File: config.mk
export PLATFORM = sky130hd
export DESIGN_NAME = sync_master_rx
export DESIGN_NICKNAME = d
export VERILOG_FILES = /design/src/rtl/smr_pkg.sv /design/src/rtl/smr_ctrl.sv /design/src/rtl/smr_clkgen.sv /design/src/rtl/smr_shifter.sv /design/src/rtl/smr_rxbuf.sv /design/src/rtl/sync_master_rx.sv
export SDC_FILE = /design/constraint.sdc
export NUM_CORES = 1
export LEC_CHECK = 0
export BUFFER_PORTS_ARGS = -buffer_cell sky130_fd_sc_hd__clkbuf_2
export CAP_MARGIN = 20
export CORE_UTILIZATION = 60
export DETAILED_ROUTE_END_ITERATION = 7
export HOLD_SLACK_MARGIN = 0.02
export PLACE_DENSITY = 0.83
export SLEW_MARGIN = 20
export SYNTH_ARGS = -nofsm -noshare
export SYNTH_HDL_FRONTEND = slang
export SYNTH_SLANG_ARGS = --single-unit
File: constraint.sdc
create_clock -name clk -period 6.4 [get_ports clk]
set_input_delay 1.92 -clock clk [delete_from_list [all_inputs] [get_ports clk]]
set_output_delay 1.92 -clock clk [all_outputs]
set_load 0.02 [all_outputs]
File: src/rtl/smr_pkg.sv
package smr_pkg;

    localparam int WORD_BITS = 9;
    localparam int IDX_W     = $clog2(WORD_BITS + 1);

    typedef struct packed {
        logic       bit9;
        logic [7:0] data;
    } smr_word_t;

    typedef enum logic {
        PH_LOW  = 1'b0,
        PH_HIGH = 1'b1
    } smr_phase_e;

    typedef enum logic [1:0] {
        MODE_OFF    = 2'd0,
        MODE_SINGLE = 2'd1,
        MODE_CONT   = 2'd2
    } smr_mode_e;

    function automatic logic [IDX_W-1:0] smr_last_idx(input logic nine);
        return nine ? IDX_W'(WORD_BITS - 1) : IDX_W'(WORD_BITS - 2);
    endfunction

endpackage

File: src/rtl/smr_ctrl.sv
module smr_ctrl
    import smr_pkg::*;
(
    input  logic clk,
    input  logic rst,
    input  logic port_en,
    input  logic sync_mode,
    input  logic master_clk,
    input  logic cont_en,
    input  logic single_set,
    input  logic done_stb,
    input  logic accepted,
    output logic run,
    output logic single_q,
    output logic overrun_q
);

    logic      cont_q;
    logic      cont_fall;
    logic      ready;
    smr_mode_e mode;

    assign ready     = port_en && sync_mode && master_clk && !overrun_q;
    assign cont_fall = cont_q && !cont_en;

    // continuous enable outranks the one-shot request
    always_comb begin
        if (!ready)          mode = MODE_OFF;
        else if (cont_en)    mode = MODE_CONT;
        else if (single_q)   mode = MODE_SINGLE;
        else                 mode = MODE_OFF;
    end

    assign run = (mode != MODE_OFF);

    always_ff @(posedge clk) begin
        if (rst) begin
            cont_q    <= 1'b0;
            single_q  <= 1'b0;
            overrun_q <= 1'b0;
        end else begin
            cont_q <= cont_en;
            if (single_set)
                single_q <= 1'b1;
            else if (done_stb && mode == MODE_SINGLE)
                single_q <= 1'b0;
            if (done_stb && !accepted)
                overrun_q <= 1'b1;
            else if (cont_fall)
                overrun_q <= 1'b0;
        end
    end

endmodule

File: src/rtl/smr_clkgen.sv
module smr_clkgen
    import smr_pkg::*;
#(
    parameter int DIV_W = 8
) (
    input  logic             clk,
    input  logic             rst,
    input  logic             run,
    input  logic [DIV_W-1:0] div,
    output logic             sclk,
    output logic             fall_stb
);

    smr_phase_e       phase;
    logic [DIV_W-1:0] cnt;
    logic             wrap;

    assign wrap     = run && (cnt == div);
    assign sclk     = (phase == PH_HIGH);
    assign fall_stb = wrap && (phase == PH_HIGH);

    always_ff @(posedge clk) begin
        if (rst || !run) begin
            cnt   <= '0;
            phase <= PH_LOW;
        end else if (wrap) begin
            cnt   <= '0;
            phase <= (phase == PH_LOW) ? PH_HIGH : PH_LOW;
        end else begin
            cnt <= cnt + 1'b1;
        end
    end

endmodule

File: src/rtl/smr_shifter.sv
module smr_shifter
    import smr_pkg::*;
(
    input  logic      clk,
    input  logic      rst,
    input  logic      run,
    input  logic      fall_stb,
    input  logic      sdata,
    input  logic      nine,
    output logic      done_stb,
    output smr_word_t word
);

    logic [WORD_BITS-1:0] bits;
    logic [WORD_BITS-1:0] merged;
    logic [IDX_W-1:0]     idx;
    logic [IDX_W-1:0]     last;

    assign last     = smr_last_idx(nine);
    assign done_stb = fall_stb && (idx >= last);

    // the bit arriving now joins the bits already held
    always_comb begin
        for (int i = 0; i < WORD_BITS; i++)
            merged[i] = (idx == IDX_W'(i)) ? sdata : bits[i];
    end

    assign word.data = merged[7:0];
    assign word.bit9 = nine & merged[WORD_BITS-1];

    always_ff @(posedge clk) begin
        if (rst || !run) begin
            bits <= '0;
            idx  <= '0;
        end else if (fall_stb) begin
            for (int i = 0; i < WORD_BITS; i++)
                if (idx == IDX_W'(i)) bits[i] <= sdata;
            idx <= done_stb ? '0 : idx + 1'b1;
        end
    end

endmodule

File: src/rtl/smr_rxbuf.sv
module smr_rxbuf
    import smr_pkg::*;
#(
    parameter int DEPTH = 2
) (
    input  logic      clk,
    input  logic      rst,
    input  logic      push,
    input  smr_word_t wdata,
    input  logic      pop_req,
    output smr_word_t head,
    output logic      nonempty,
    output logic      accepted
);

    localparam int PW = (DEPTH > 1) ? $clog2(DEPTH) : 1;
    localparam int CW = $clog2(DEPTH + 1);

    smr_word_t      mem [DEPTH];
    logic [PW-1:0]  rp;
    logic [PW-1:0]  wp;
    logic [CW-1:0]  cnt;
    logic           full;
    logic           pop_ok;

    function automatic logic [PW-1:0] nxt(input logic [PW-1:0] p);
        return (p == PW'(DEPTH - 1)) ? '0 : p + 1'b1;
    endfunction

    assign nonempty = (cnt != '0);
    assign full     = (cnt == CW'(DEPTH));
    assign pop_ok   = pop_req && nonempty;
    assign accepted = push && (!full || pop_ok);
    assign head     = mem[rp];

    always_ff @(posedge clk) begin
        if (rst) begin
            rp  <= '0;
            wp  <= '0;
            cnt <= '0;
            for (int i = 0; i < DEPTH; i++) mem[i] <= '0;
        end else begin
            if (pop_ok) rp <= nxt(rp);
            if (accepted) begin
                mem[wp] <= wdata;
                wp      <= nxt(wp);
            end
            case ({accepted, pop_ok})
                2'b10:   cnt <= cnt + 1'b1;
                2'b01:   cnt <= cnt - 1'b1;
                default: cnt <= cnt;
            endcase
        end
    end

endmodule

File: src/rtl/sync_master_rx.sv
module sync_master_rx
    import smr_pkg::*;
#(
    parameter int DIV_W = 8,
    parameter int DEPTH = 2
) (
    input  logic             clk,
    input  logic             rst,
    input  logic             port_en,
    input  logic             sync_mode,
    input  logic             master_clk,
    input  logic             cont_en,
    input  logic             single_set,
    input  logic             nine_en,
    input  logic             irq_en,
    input  logic [DIV_W-1:0] baud_div,
    input  logic             rd_pop,
    input  logic             sdata_in,
    output logic             sclk_out,
    output logic [7:0]       rx_data,
    output logic             rx_bit9,
    output logic             rx_done,
    output logic             rx_irq,
    output logic             overrun_err,
    output logic             single_busy
);

    logic      run;
    logic      fall_stb;
    logic      done_stb;
    logic      accepted;
    logic      nonempty;
    smr_word_t word;
    smr_word_t head;

    smr_ctrl u_ctrl (
        .clk        (clk),
        .rst        (rst),
        .port_en    (port_en),
        .sync_mode  (sync_mode),
        .master_clk (master_clk),
        .cont_en    (cont_en),
        .single_set (single_set),
        .done_stb   (done_stb),
        .accepted   (accepted),
        .run        (run),
        .single_q   (single_busy),
        .overrun_q  (overrun_err)
    );

    smr_clkgen #(.DIV_W(DIV_W)) u_clkgen (
        .clk      (clk),
        .rst      (rst),
        .run      (run),
        .div      (baud_div),
        .sclk     (sclk_out),
        .fall_stb (fall_stb)
    );

    smr_shifter u_shifter (
        .clk      (clk),
        .rst      (rst),
        .run      (run),
        .fall_stb (fall_stb),
        .sdata    (sdata_in),
        .nine     (nine_en),
        .done_stb (done_stb),
        .word     (word)
    );

    smr_rxbuf #(.DEPTH(DEPTH)) u_rxbuf (
        .clk      (clk),
        .rst      (rst),
        .push     (done_stb),
        .wdata    (word),
        .pop_req  (rd_pop),
        .head     (head),
        .nonempty (nonempty),
        .accepted (accepted)
    );

    assign rx_data = head.data;
    assign rx_bit9 = head.bit9;
    assign rx_done = nonempty;
    assign rx_irq  = nonempty && irq_en;

endmodule

==> results of run 1 <==
==> flip-flops by register name, summed over array words and instances (netlist names), 2 cells and up, named ones only <==
name            cells
u_shifter.idx       4
u_clkgen.cnt        8
u_shifter.bits      9
u_rxbuf.cnt         2
u_rxbuf.mem        18
==> power groups by stage <==
stage               registers (mW)  clock network, mW  logic, mW
floorplan                    0.329                  0     0.0195
global placement             0.329                  0     0.0309
detailed placement           0.329                  0     0.0318
CTS                          0.322              0.176     0.0320
global route                 0.323              0.189     0.0352
finish                       0.322              0.171     0.0317
==> worst register-to-register path, cell delays in order, from the launching register on <==
cell                       delay [ns]
sky130_fd_sc_hd__dfxtp_1         0.42
sky130_fd_sc_hd__inv_1           0.12
sky130_fd_sc_hd__ha_1            0.27
sky130_fd_sc_hd__nand2b_1        0.13
sky130_fd_sc_hd__a2111o_1        0.47
sky130_fd_sc_hd__and2_4          0.20
sky130_fd_sc_hd__nand3_1         0.11
sky130_fd_sc_hd__ha_1            0.27
sky130_fd_sc_hd__or3_1           0.38
sky130_fd_sc_hd__a21oi_1         0.14
==> synth_stat cells, types with 3 or more instances <==
master	count	area [um2]
sky130_fd_sc_hd__nor2_1	44	165.2
sky130_fd_sc_hd__dfxtp_1	30	600.6
sky130_fd_sc_hd__mux2_2	10	112.6
sky130_fd_sc_hd__nand2_1	16	60.06
sky130_fd_sc_hd__inv_1	7	26.28
sky130_fd_sc_hd__buf_6	4	45.04
sky130_fd_sc_hd__ha_1	10	125.1
sky130_fd_sc_hd__edfxtp_1	18	540.5
sky130_fd_sc_hd__or3_1	3	18.77
sky130_fd_sc_hd__nand3_1	11	55.05
sky130_fd_sc_hd__mux2i_1	9	90.09
sky130_fd_sc_hd__and3_1	3	18.77
sky130_fd_sc_hd__nand2b_1	5	31.28
sky130_fd_sc_hd__a21oi_1	7	35.03
sky130_fd_sc_hd__clkbuf_1	5	18.77
sky130_fd_sc_hd__xor2_1	6	52.55
sky130_fd_sc_hd__xnor2_1	12	105.1
sky130_fd_sc_hd__o21ai_0	3	15.01
sky130_fd_sc_hd__a211oi_1	8	60.06
==> cell usage in the layout (no fill, tap or decap), drive strengths merged, types with 4 or more instances in the layout <==
cell	count
clkbuf	38
a21oi	8
mux2	10
edfxtp	18
mux2i	9
nor2	44
dfxtp	30
inv	7
xnor2	12
nand3	11
ha	10
nand2	16
a211oi	8
xor2	6
nand2b	5
nand4	4
==> cell type report <==
class | instances | area (um2)
multi-input combinational | 174 | 1190
sequential | 48 | 1141
timing repair buffer | 33 | 167.7
fill | 283 | 1102
tap | 48 | 60.06
inverter | 7 | 26.28
clock buffer | 6 | 72.57
clock inverter | 2 | 11.26
==> cell families after synthesis <==
| group | Yosys count | synth area share [%] |
|---|---|---|
| DFF | 48 | 46.99 |
| xor gates and xnor gates | 18 | 6.491 |
| and+or+nand+nor | 100 | 21.38 |
| AOI/OAI and AO/OA | 27 | 7.625 |
| adders and majority gates | 10 | 5.152 |
| muxes | 19 | 8.346 |
| buffers and inverters | 17 | 4.019 |
==> worst paths after layout <==
kind	to	slack (ns)	cells past startpoint
worst max register to register	u_rxbuf.cnt[1]	3.81	9
worst min register to register	u_shifter.bits[8]	0.47	2
worst min-delay path	u_shifter.bits[8]	0.47	2
worst max-delay path	rx_irq	2.22	3
==> metal layers <==
layer  GRT usage, %  vias to the layer above
met2          37.12                       37
met3          5.729                        5
li1               -                      889
met5              0                        -
met4          8.696                        0
met1          27.43                      811
==> through the flow <==
stage	hold WS, ns	instances	util [%]	instance area, um2	worst slack, ns
after CTS	0.4651	318	70.77	2669	2.218
after detailed placement	0.4529	310	68.55	2585	2.198
after floorplan	0.4322	239	-	2429	2.350
after global placement	0.4417	310	68.55	2585	2.218
final	0.4653	318	70.77	2669	2.221
after global routing	0.4829	318	70.77	2669	2.204
==> out/qor.txt, run 1 <==
OUTCOME
------------------------------------------------------------------------------
Result of the run ...............................................    completed

CRITICAL PATH
------------------------------------------------------------------------------
CP delay by family, top ......................................... buffers and inverters
Number of buffer and inverter stages on the critical path .......            2
Category of the critical setup timing path ...................... primary input to output pin
Max stage delay cell, worst path ................................ sky130_fd_sc_hd__clkbuf_2
RR Startpoint ................................................... u_shifter.idx[0]
Critical path's most frequent cell .............................. sky130_fd_sc_hd__clkbuf_2
Worst endpoint required time ....................................      4.48 ns
Cell-by-cell trace of the critical path ......................... clkbuf_2, and2_1, clkbuf_2
Arrival time worst endpoint .....................................      2.26 ns
Critical Path Start .............................................       irq_en
Critical path endpoint category .................................   output pin
Type of element launching the critical path ..................... primary input
Delay of the slowest critical-path stage ........................      0.15 ns
Biggest fanout along the worst timing path ......................            1

ROUTE
------------------------------------------------------------------------------
Residual antenna-violating net count after detailed routing .....            0
Met2 wire len ...................................................      2051 um
Detailed-routing wirelength on met1 .............................      1934 um
Overall routed net length .......................................      4205 um
Routed length on met3 ...........................................       162 um
Total vias in the final route ...................................         1742
Top metal layer carrying routed signals .........................         met4
DR iter-0 viols .................................................          119
Average routed wire per standard cell ...........................     13.22 um
Via density per instance ........................................        5.478
Initial DRT Pass Iterations .....................................            4
Count of unresolved DRC violations after routing ................            0

CLOCKING
------------------------------------------------------------------------------
Post_cts resized ................................................            0
Post-CTS setup-driven buffer insertion count ....................            0
Number of CTS-inserted buffers ..................................            5
Number of buffers on the longest clock path .....................            2
Clock latency at the later pin of the worst-skew pair ...........      0.30 ns
Cell at the root of the clock tree .............................. sky130_fd_sc_hd__clkbuf_8
CTS tree ........................................................          yes
CTS H-Tree Depth ................................................            2
Clock transition at the registers of the reported paths .........      0.09 ns
Clock tree sinks ................................................           48
Cts hold-fix bufs ...............................................            0

TIMING
------------------------------------------------------------------------------
Fmax achieved ...................................................    239.3 MHz
Post-route fraction of the period consumed by the critical path .       65.30%
Setup tns final .................................................         0 ns
Final hold violation count ......................................            0
Max-slew violations .............................................            0
Setup repair after global routing missed its margin .............        false
Final worst path period need ....................................     4.179 ns
Number of setup violations in the final report ..................            0
Worst Tran Pin Value ............................................    0.8466 ns
Clock Skews .....................................................  0.008691 ns
Worst max-slew margin expressed relative to the limit ...........       43.44%

FINAL LAYOUT
------------------------------------------------------------------------------
Ratio of cells with drive above 1 in the final layout ...........       21.48%
Relative area change from synthesis to final layout .............       9.892%
Net total in the final layout ...................................          298
# diodes ........................................................            0

PWR
------------------------------------------------------------------------------
Share of total power in the clock network .......................        32.5%
Cell Pwr Density ................................................ 196.6 nW/um2
Leakage power of the design .....................................     1.044 nW
Power share of the sequential group .............................        61.4%
Total chip power ................................................     524.7 uW
Switching power of the nets .....................................     115.3 uW
Internal ........................................................     409.3 uW
Switching fraction of total power ...............................       21.98%
IR drop worst, VDD ..............................................  0.0002202 V
Logic gate share of total power .................................         6.0%

SYNTH
------------------------------------------------------------------------------
Post-Synthesis Cells ............................................          239
Syn Area/Cell ...................................................    10.16 um2
Area of the mapped netlist ......................................     2429 um2
Number of flip-flops and latches in the synthesized netlist .....           48
Seq/Total Area, Yosys ...........................................       46.99%
Yosys cell types ................................................           41
Async set-or-reset flop fraction in the synthesized netlist .....           0%
Prevailing post-synth register cell ............................. sky130_fd_sc_hd__dfxtp_1
Number of warning messages in the yosys log .....................            0
Number of synthesized flops with an enable pin ..................           18
Number of nets in the synthesized netlist .......................          268

GLOBAL ROUTING
------------------------------------------------------------------------------
Largest net degree at the start of global routing ...............           31
First-pass GRT wire length ......................................      7224 um
Number of global-route vias before repair .......................         1671
Global Route Usage Sum ..........................................       22.34%
GRT overflow ....................................................            0
Initial antenna violation count .................................            0

JOB
------------------------------------------------------------------------------
Max-cap violations ..............................................            0

FLOORPLANNING
------------------------------------------------------------------------------
Vertical die dimension ..........................................     65.62 um
Die Width .......................................................     65.62 um
DIE AREA ........................................................     4306 um2
Initial Util ....................................................       64.40%
Number of primary I/O pins ......................................           33
Std-Cell Core Area ..............................................     3771 um2
Site row count ..................................................           22

PLACE
------------------------------------------------------------------------------
Number of I/O port buffers ......................................           32
HPWL after detailed placement ...................................      3087 um
Placer congestion estimate ......................................       0.7955

WORST HOLD PATH
------------------------------------------------------------------------------
Beginning of the worst hold path ................................ u_shifter.bits[8]
Hold Crit Class ................................................. flop to flop

Note: power is estimated with default switching activity, not from simulation.
==> inputs of run 2 (changes only) <==
--- a/config.mk
+++ b/config.mk
@@ -5,12 +5,13 @@
 export SDC_FILE = /design/constraint.sdc
 export NUM_CORES = 1
 export LEC_CHECK = 0
+export ABC_AREA = 1
 export BUFFER_PORTS_ARGS = -buffer_cell sky130_fd_sc_hd__clkbuf_2
 export CAP_MARGIN = 20
-export CORE_UTILIZATION = 60
+export CORE_UTILIZATION = 57
 export DETAILED_ROUTE_END_ITERATION = 7
 export HOLD_SLACK_MARGIN = 0.02
-export PLACE_DENSITY = 0.83
+export PLACE_DENSITY = 0.79
 export SLEW_MARGIN = 20
 export SYNTH_ARGS = -nofsm -noshare
 export SYNTH_HDL_FRONTEND = slang
==> constraint.sdc (replaced) <==
create_clock -name clk -period 4.15 [get_ports clk]
set_input_delay 1.245 -clock clk [delete_from_list [all_inputs] [get_ports clk]]
set_output_delay 1.245 -clock clk [all_outputs]
set_load 0.02 [all_outputs]
==> out/qor.txt, run 2 <==
OUTCOME
---------------------------------------------------------------------------------
Result of the run ..................................................    completed   unchanged

CLOCKING
---------------------------------------------------------------------------------
CTS H-Tree Depth ...................................................            2   unchanged
Post-CTS setup-driven buffer insertion count .......................            0   unchanged
Cell at the root of the clock tree ................................. sky130_fd_sc_hd__clkbuf_8   unchanged
Cts hold-fix bufs ..................................................            0   unchanged
Clock latency at the later pin of the worst-skew pair ..............      0.31 ns   was 0.30 ns
Clock transition at the registers of the reported paths ............      0.09 ns   about the same
Number of CTS-inserted buffers .....................................            5   unchanged
CTS tree ...........................................................          yes   unchanged
Post_cts resized ...................................................            0   unchanged
Number of buffers on the longest clock path ........................            2   unchanged
Clock tree sinks ...................................................           48   unchanged

PLACE
---------------------------------------------------------------------------------
Number of I/O port buffers .........................................           32   unchanged
Dpl cell area ......................................................     2720 um2   was 2585 um2
Placer congestion estimate .........................................       0.8882   was 0.7955
HPWL after detailed placement ......................................      3691 um   was 3087 um

TIMING
---------------------------------------------------------------------------------
Hold slack final ...................................................    0.4547 ns   was 0.4653 ns
Fmax achieved ......................................................    324.6 MHz
Number of setup violations in the final report .....................            0   unchanged
Setup tns final ....................................................         0 ns   unchanged
Worst max-slew margin expressed relative to the limit ..............       47.24%   was 43.44%
Post-route fraction of the period consumed by the critical path ....       74.23%
Worst Tran Pin Value ...............................................    0.7861 ns   was 0.8466 ns
Final hold violation count .........................................            0   unchanged
Setup repair after global routing missed its margin ................        false   unchanged
Final worst path period need .......................................     3.081 ns
Clock Skews ........................................................  0.005027 ns   was 0.008691 ns
Max-slew violations ................................................            0   unchanged

PWR
---------------------------------------------------------------------------------
Cell Pwr Density ................................................... 312.8 nW/um2   was 196.6 nW/um2
IR drop worst, VDD .................................................  0.0002439 V   was 0.0002202 V
Total chip power ...................................................     885.8 uW   was 524.7 uW
Leakage power of the design ........................................     1.237 nW   was 1.044 nW

ROUTE
---------------------------------------------------------------------------------
Count of unresolved DRC violations after routing ...................            0   unchanged
Via density per instance ...........................................        5.173   was 5.478
Total vias in the final route ......................................         2090   was 1742
Overall routed net length ..........................................      4894 um   was 4205 um
DR iter-0 viols ....................................................          156   was 119
Initial DRT Pass Iterations ........................................            4   unchanged
Residual antenna-violating net count after detailed routing ........            0   unchanged
Average routed wire per standard cell ..............................     12.11 um   was 13.22 um

SYNTH
---------------------------------------------------------------------------------
Number of warning messages in the yosys log ........................            0   unchanged
Syn Area/Cell ......................................................    7.912 um2   was 10.16 um2
Portion of synthesized cell area occupied by the leading cell type .       23.87%   was 24.73%
Post-synthesis xor/xnor area fraction ..............................       1.740%   was 6.491%
Area of the mapped netlist .........................................     2516 um2   was 2429 um2
Yosys cell types ...................................................           30   was 41
Number of synthesized flops with an enable pin .....................           18   unchanged
Compound-gate portion of the synthesized area ......................       9.199%   was 7.625%
Prevailing post-synth register cell ................................ sky130_fd_sc_hd__dfxtp_1   unchanged
Async set-or-reset flop fraction in the synthesized netlist ........           0%   unchanged
Post-Synthesis Cells ...............................................          318   was 239
Most area-consuming cells after synthesis .......................... sky130_fd_sc_hd__dfxtp_1, sky130_fd_sc_hd__edfxtp_1, sky130_fd_sc_hd__nand2_1   was sky130_fd_sc_hd__dfxtp_1, sky130_fd_sc_hd__edfxtp_1, sky130_fd_sc_hd__nor2_1
Dominant cell type by area after synthesis ......................... sky130_fd_sc_hd__dfxtp_1   unchanged
Cell types with the highest counts after synthesis ................. sky130_fd_sc_hd__nand2_1, sky130_fd_sc_hd__nor2_1, sky130_fd_sc_hd__inv_1   was sky130_fd_sc_hd__nor2_1, sky130_fd_sc_hd__dfxtp_1, sky130_fd_sc_hd__edfxtp_1
Largest family of logic cells by synthesized area .................. simple AND/OR/NAND/NOR gates   unchanged
Number of nets in the synthesized netlist ..........................          347   was 268
Count leader, synth ................................................ sky130_fd_sc_hd__nand2_1   was sky130_fd_sc_hd__nor2_1
Seq/Total Area, Yosys ..............................................       45.35%   was 46.99%
Area share of and/or/nand/nor cells after synthesis ................       26.36%   was 21.38%
Post-Synth Adder-Cell Area .........................................       4.973%   was 5.152%
Number of flip-flops and latches in the synthesized netlist ........           48   unchanged
Multiplexer fraction of the synthesized cell area ..................       4.028%   was 8.346%

GLOBAL ROUTING
---------------------------------------------------------------------------------
Global Route Usage Sum .............................................       24.39%   was 22.34%
First-pass GRT wire length .........................................      8293 um   was 7224 um
Number of global-route vias before repair ..........................         1935   was 1671
Initial antenna violation count ....................................            0   unchanged
Largest net degree at the start of global routing ..................           16   was 31
GRT overflow .......................................................            0   unchanged

FLOORPLANNING
---------------------------------------------------------------------------------
Number of primary I/O pins .........................................           33   unchanged
Initial Util .......................................................       61.14%   was 64.40%
Std-Cell Core Area .................................................     4115 um2   was 3771 um2
Site row count .....................................................           23   was 22
DIE AREA ...........................................................     4684 um2   was 4306 um2
Vertical die dimension .............................................     68.44 um   was 65.62 um
Die Width ..........................................................     68.44 um   was 65.62 um

JOB
---------------------------------------------------------------------------------
Max-cap violations .................................................            0   unchanged

FINAL LAYOUT
---------------------------------------------------------------------------------
Largest registers .................................................. u_rxbuf.mem: 18 flops, u_shifter.bits: 9 flops, u_clkgen.cnt: 8 flops   unchanged
Net total in the final layout ......................................          382   was 298
Commonest non-fill, non-tap cell in the layout ..................... sky130_fd_sc_hd__nand2_1   was sky130_fd_sc_hd__nor2_1
Final design instance area without fill ............................     2831 um2   was 2669 um2
# diodes ...........................................................            0   unchanged
Relative area change from synthesis to final layout ................       12.53%   was 9.892%
Commonest cells after routing, fill and taps aside ................. sky130_fd_sc_hd__nand2_1, sky130_fd_sc_hd__nor2_1, sky130_fd_sc_hd__inv_1   was sky130_fd_sc_hd__nor2_1, sky130_fd_sc_hd__clkbuf_2, sky130_fd_sc_hd__dfxtp_1
Layout Utilization .................................................       68.81%   was 70.77%
Max reg flops ......................................................           18   unchanged
Register with the most flip-flops ..................................  u_rxbuf.mem   unchanged
Ratio of cells with drive above 1 in the final layout ..............       16.67%   was 21.48%

CRITICAL PATH
---------------------------------------------------------------------------------
Worst endpoint required time .......................................      4.10 ns   was 4.48 ns
Biggest fanout along the worst timing path .........................            9   was 1
Critical path endpoint category ....................................         flop   was output pin
Worst R2R Path Depth ...............................................            9   unchanged
Delay of the slowest critical-path stage ...........................      0.63 ns   was 0.15 ns
RR Startpoint ...................................................... u_shifter.idx[0]   unchanged
Category of the critical setup timing path ......................... primary input to flop   was primary input to output pin
Arrival time worst endpoint ........................................      3.03 ns   was 2.26 ns
Max stage delay cell, worst path ................................... sky130_fd_sc_hd__o21ai_1   was sky130_fd_sc_hd__clkbuf_2
Cell-by-cell trace of the critical path ............................ clkbuf_2, ha_1, inv_1, o21bai_1, nand3_1, nand3_1, inv_1, nor2_8, nand2_1, o21ai_1   was clkbuf_2, and2_1, clkbuf_2
Setup slack, reg-to-reg ............................................      1.72 ns   was 3.81 ns
Type of element launching the critical path ........................ primary input   unchanged
Endpoint of the worst-slack reg-to-reg timing path ................. u_rxbuf.mem[0][1]   was u_rxbuf.cnt[1]

WORST HOLD PATH
---------------------------------------------------------------------------------
Worst-case hold path end point .....................................   u_rxbuf.rp   was u_shifter.bits[8]
Hold Crit Class .................................................... flop to flop   unchanged
Beginning of the worst hold path ...................................   u_rxbuf.rp   was u_shifter.bits[8]
Worst hold path depth ..............................................            1   was 2

## run 2: cell types whose count changed after synthesis, moves of 3 or more
cell,change
sky130_fd_sc_hd__buf_6,-4
sky130_fd_sc_hd__o21a_1,+5
sky130_fd_sc_hd__xor2_1,-3
sky130_fd_sc_hd__a211oi_1,-8
sky130_fd_sc_hd__nor2_1,+11
sky130_fd_sc_hd__o21ai_0,+16
sky130_fd_sc_hd__inv_1,+42
sky130_fd_sc_hd__xnor2_1,-10
sky130_fd_sc_hd__nand2_1,+51
sky130_fd_sc_hd__and3_1,-3
sky130_fd_sc_hd__a21oi_1,+6
sky130_fd_sc_hd__nand2b_1,-5
sky130_fd_sc_hd__or3_1,-3
sky130_fd_sc_hd__mux2i_1,-9
## run 2: worst max-delay path by stage
stage / slack, ns / startpoint / end / cells past startpoint
4_1_cts: 1.03 / nine_en / u_rxbuf.mem[0][3] / 10
6_report: 1.07 / nine_en / u_rxbuf.mem[0][1] / 10
2_1_floorplan: 1.13 / nine_en / u_rxbuf.mem[0][0] / 9
3_3_place_gp: 0.81 / nine_en / u_rxbuf.mem[0][1] / 10
3_5_place_dp: 0.70 / nine_en / u_rxbuf.mem[0][6] / 10
5_1_grt: 0.92 / nine_en / u_rxbuf.mem[0][3] / 10
## run 2: layout make-up
class,count,area [um2]
inverters,51,191.4
flip-flops and latches,48,1141
multi-input cells,215,1165
clock inverters,3,42.54
fillers,352,1284
repair buffers,32,160.2
well taps,50,62.56
clock buffers,5,68.82
## run 2: power breakdown
part           total (mW)  switching [mW]  internal (mW)  leakage [nW]
combinational      0.0499          0.0310         0.0189         0.755
sequential          0.497         0.00261          0.494         0.428
clock               0.339           0.161          0.178        0.0541
total               0.886           0.194          0.691          1.24
## run 2: worst max-delay path, delay by kind of cell
family / cells / cell delay, ns
compound gates: 2 / 0.74
simple gates: 4 / 0.47
fa+ha+maj: 1 / 0.29
buf+inv: 3 / 0.28
## run 2: kinds of logic (layout without fill, tap and decap cells)
kind of cell | Yosys count | after routing
fa+ha+maj | 10 | 10
simple gates | 149 | 149
mux | 9 | 9
compound gates | 42 | 42
xor+xnor | 5 | 5
buf+inv | 55 | 91
flops | 48 | 48
## run 2: per-stage QoR
stage	setup slack, ns	instances
CTS	1.034	404
finish	1.069	404
detailed placement	0.7026	396
global placement	0.8109	396
floorplan	1.135	318
global route	0.9175	404
## run 2: metal layers
metal  GRT usage (%)  part of all wire [%]  vias up
met1           27.78                    45      955
met3           4.500                   4.1        9
met2           44.12                    49       44
met5               0                     0        -
li1                -                     -     1082
met4           10.16                   2.0        0
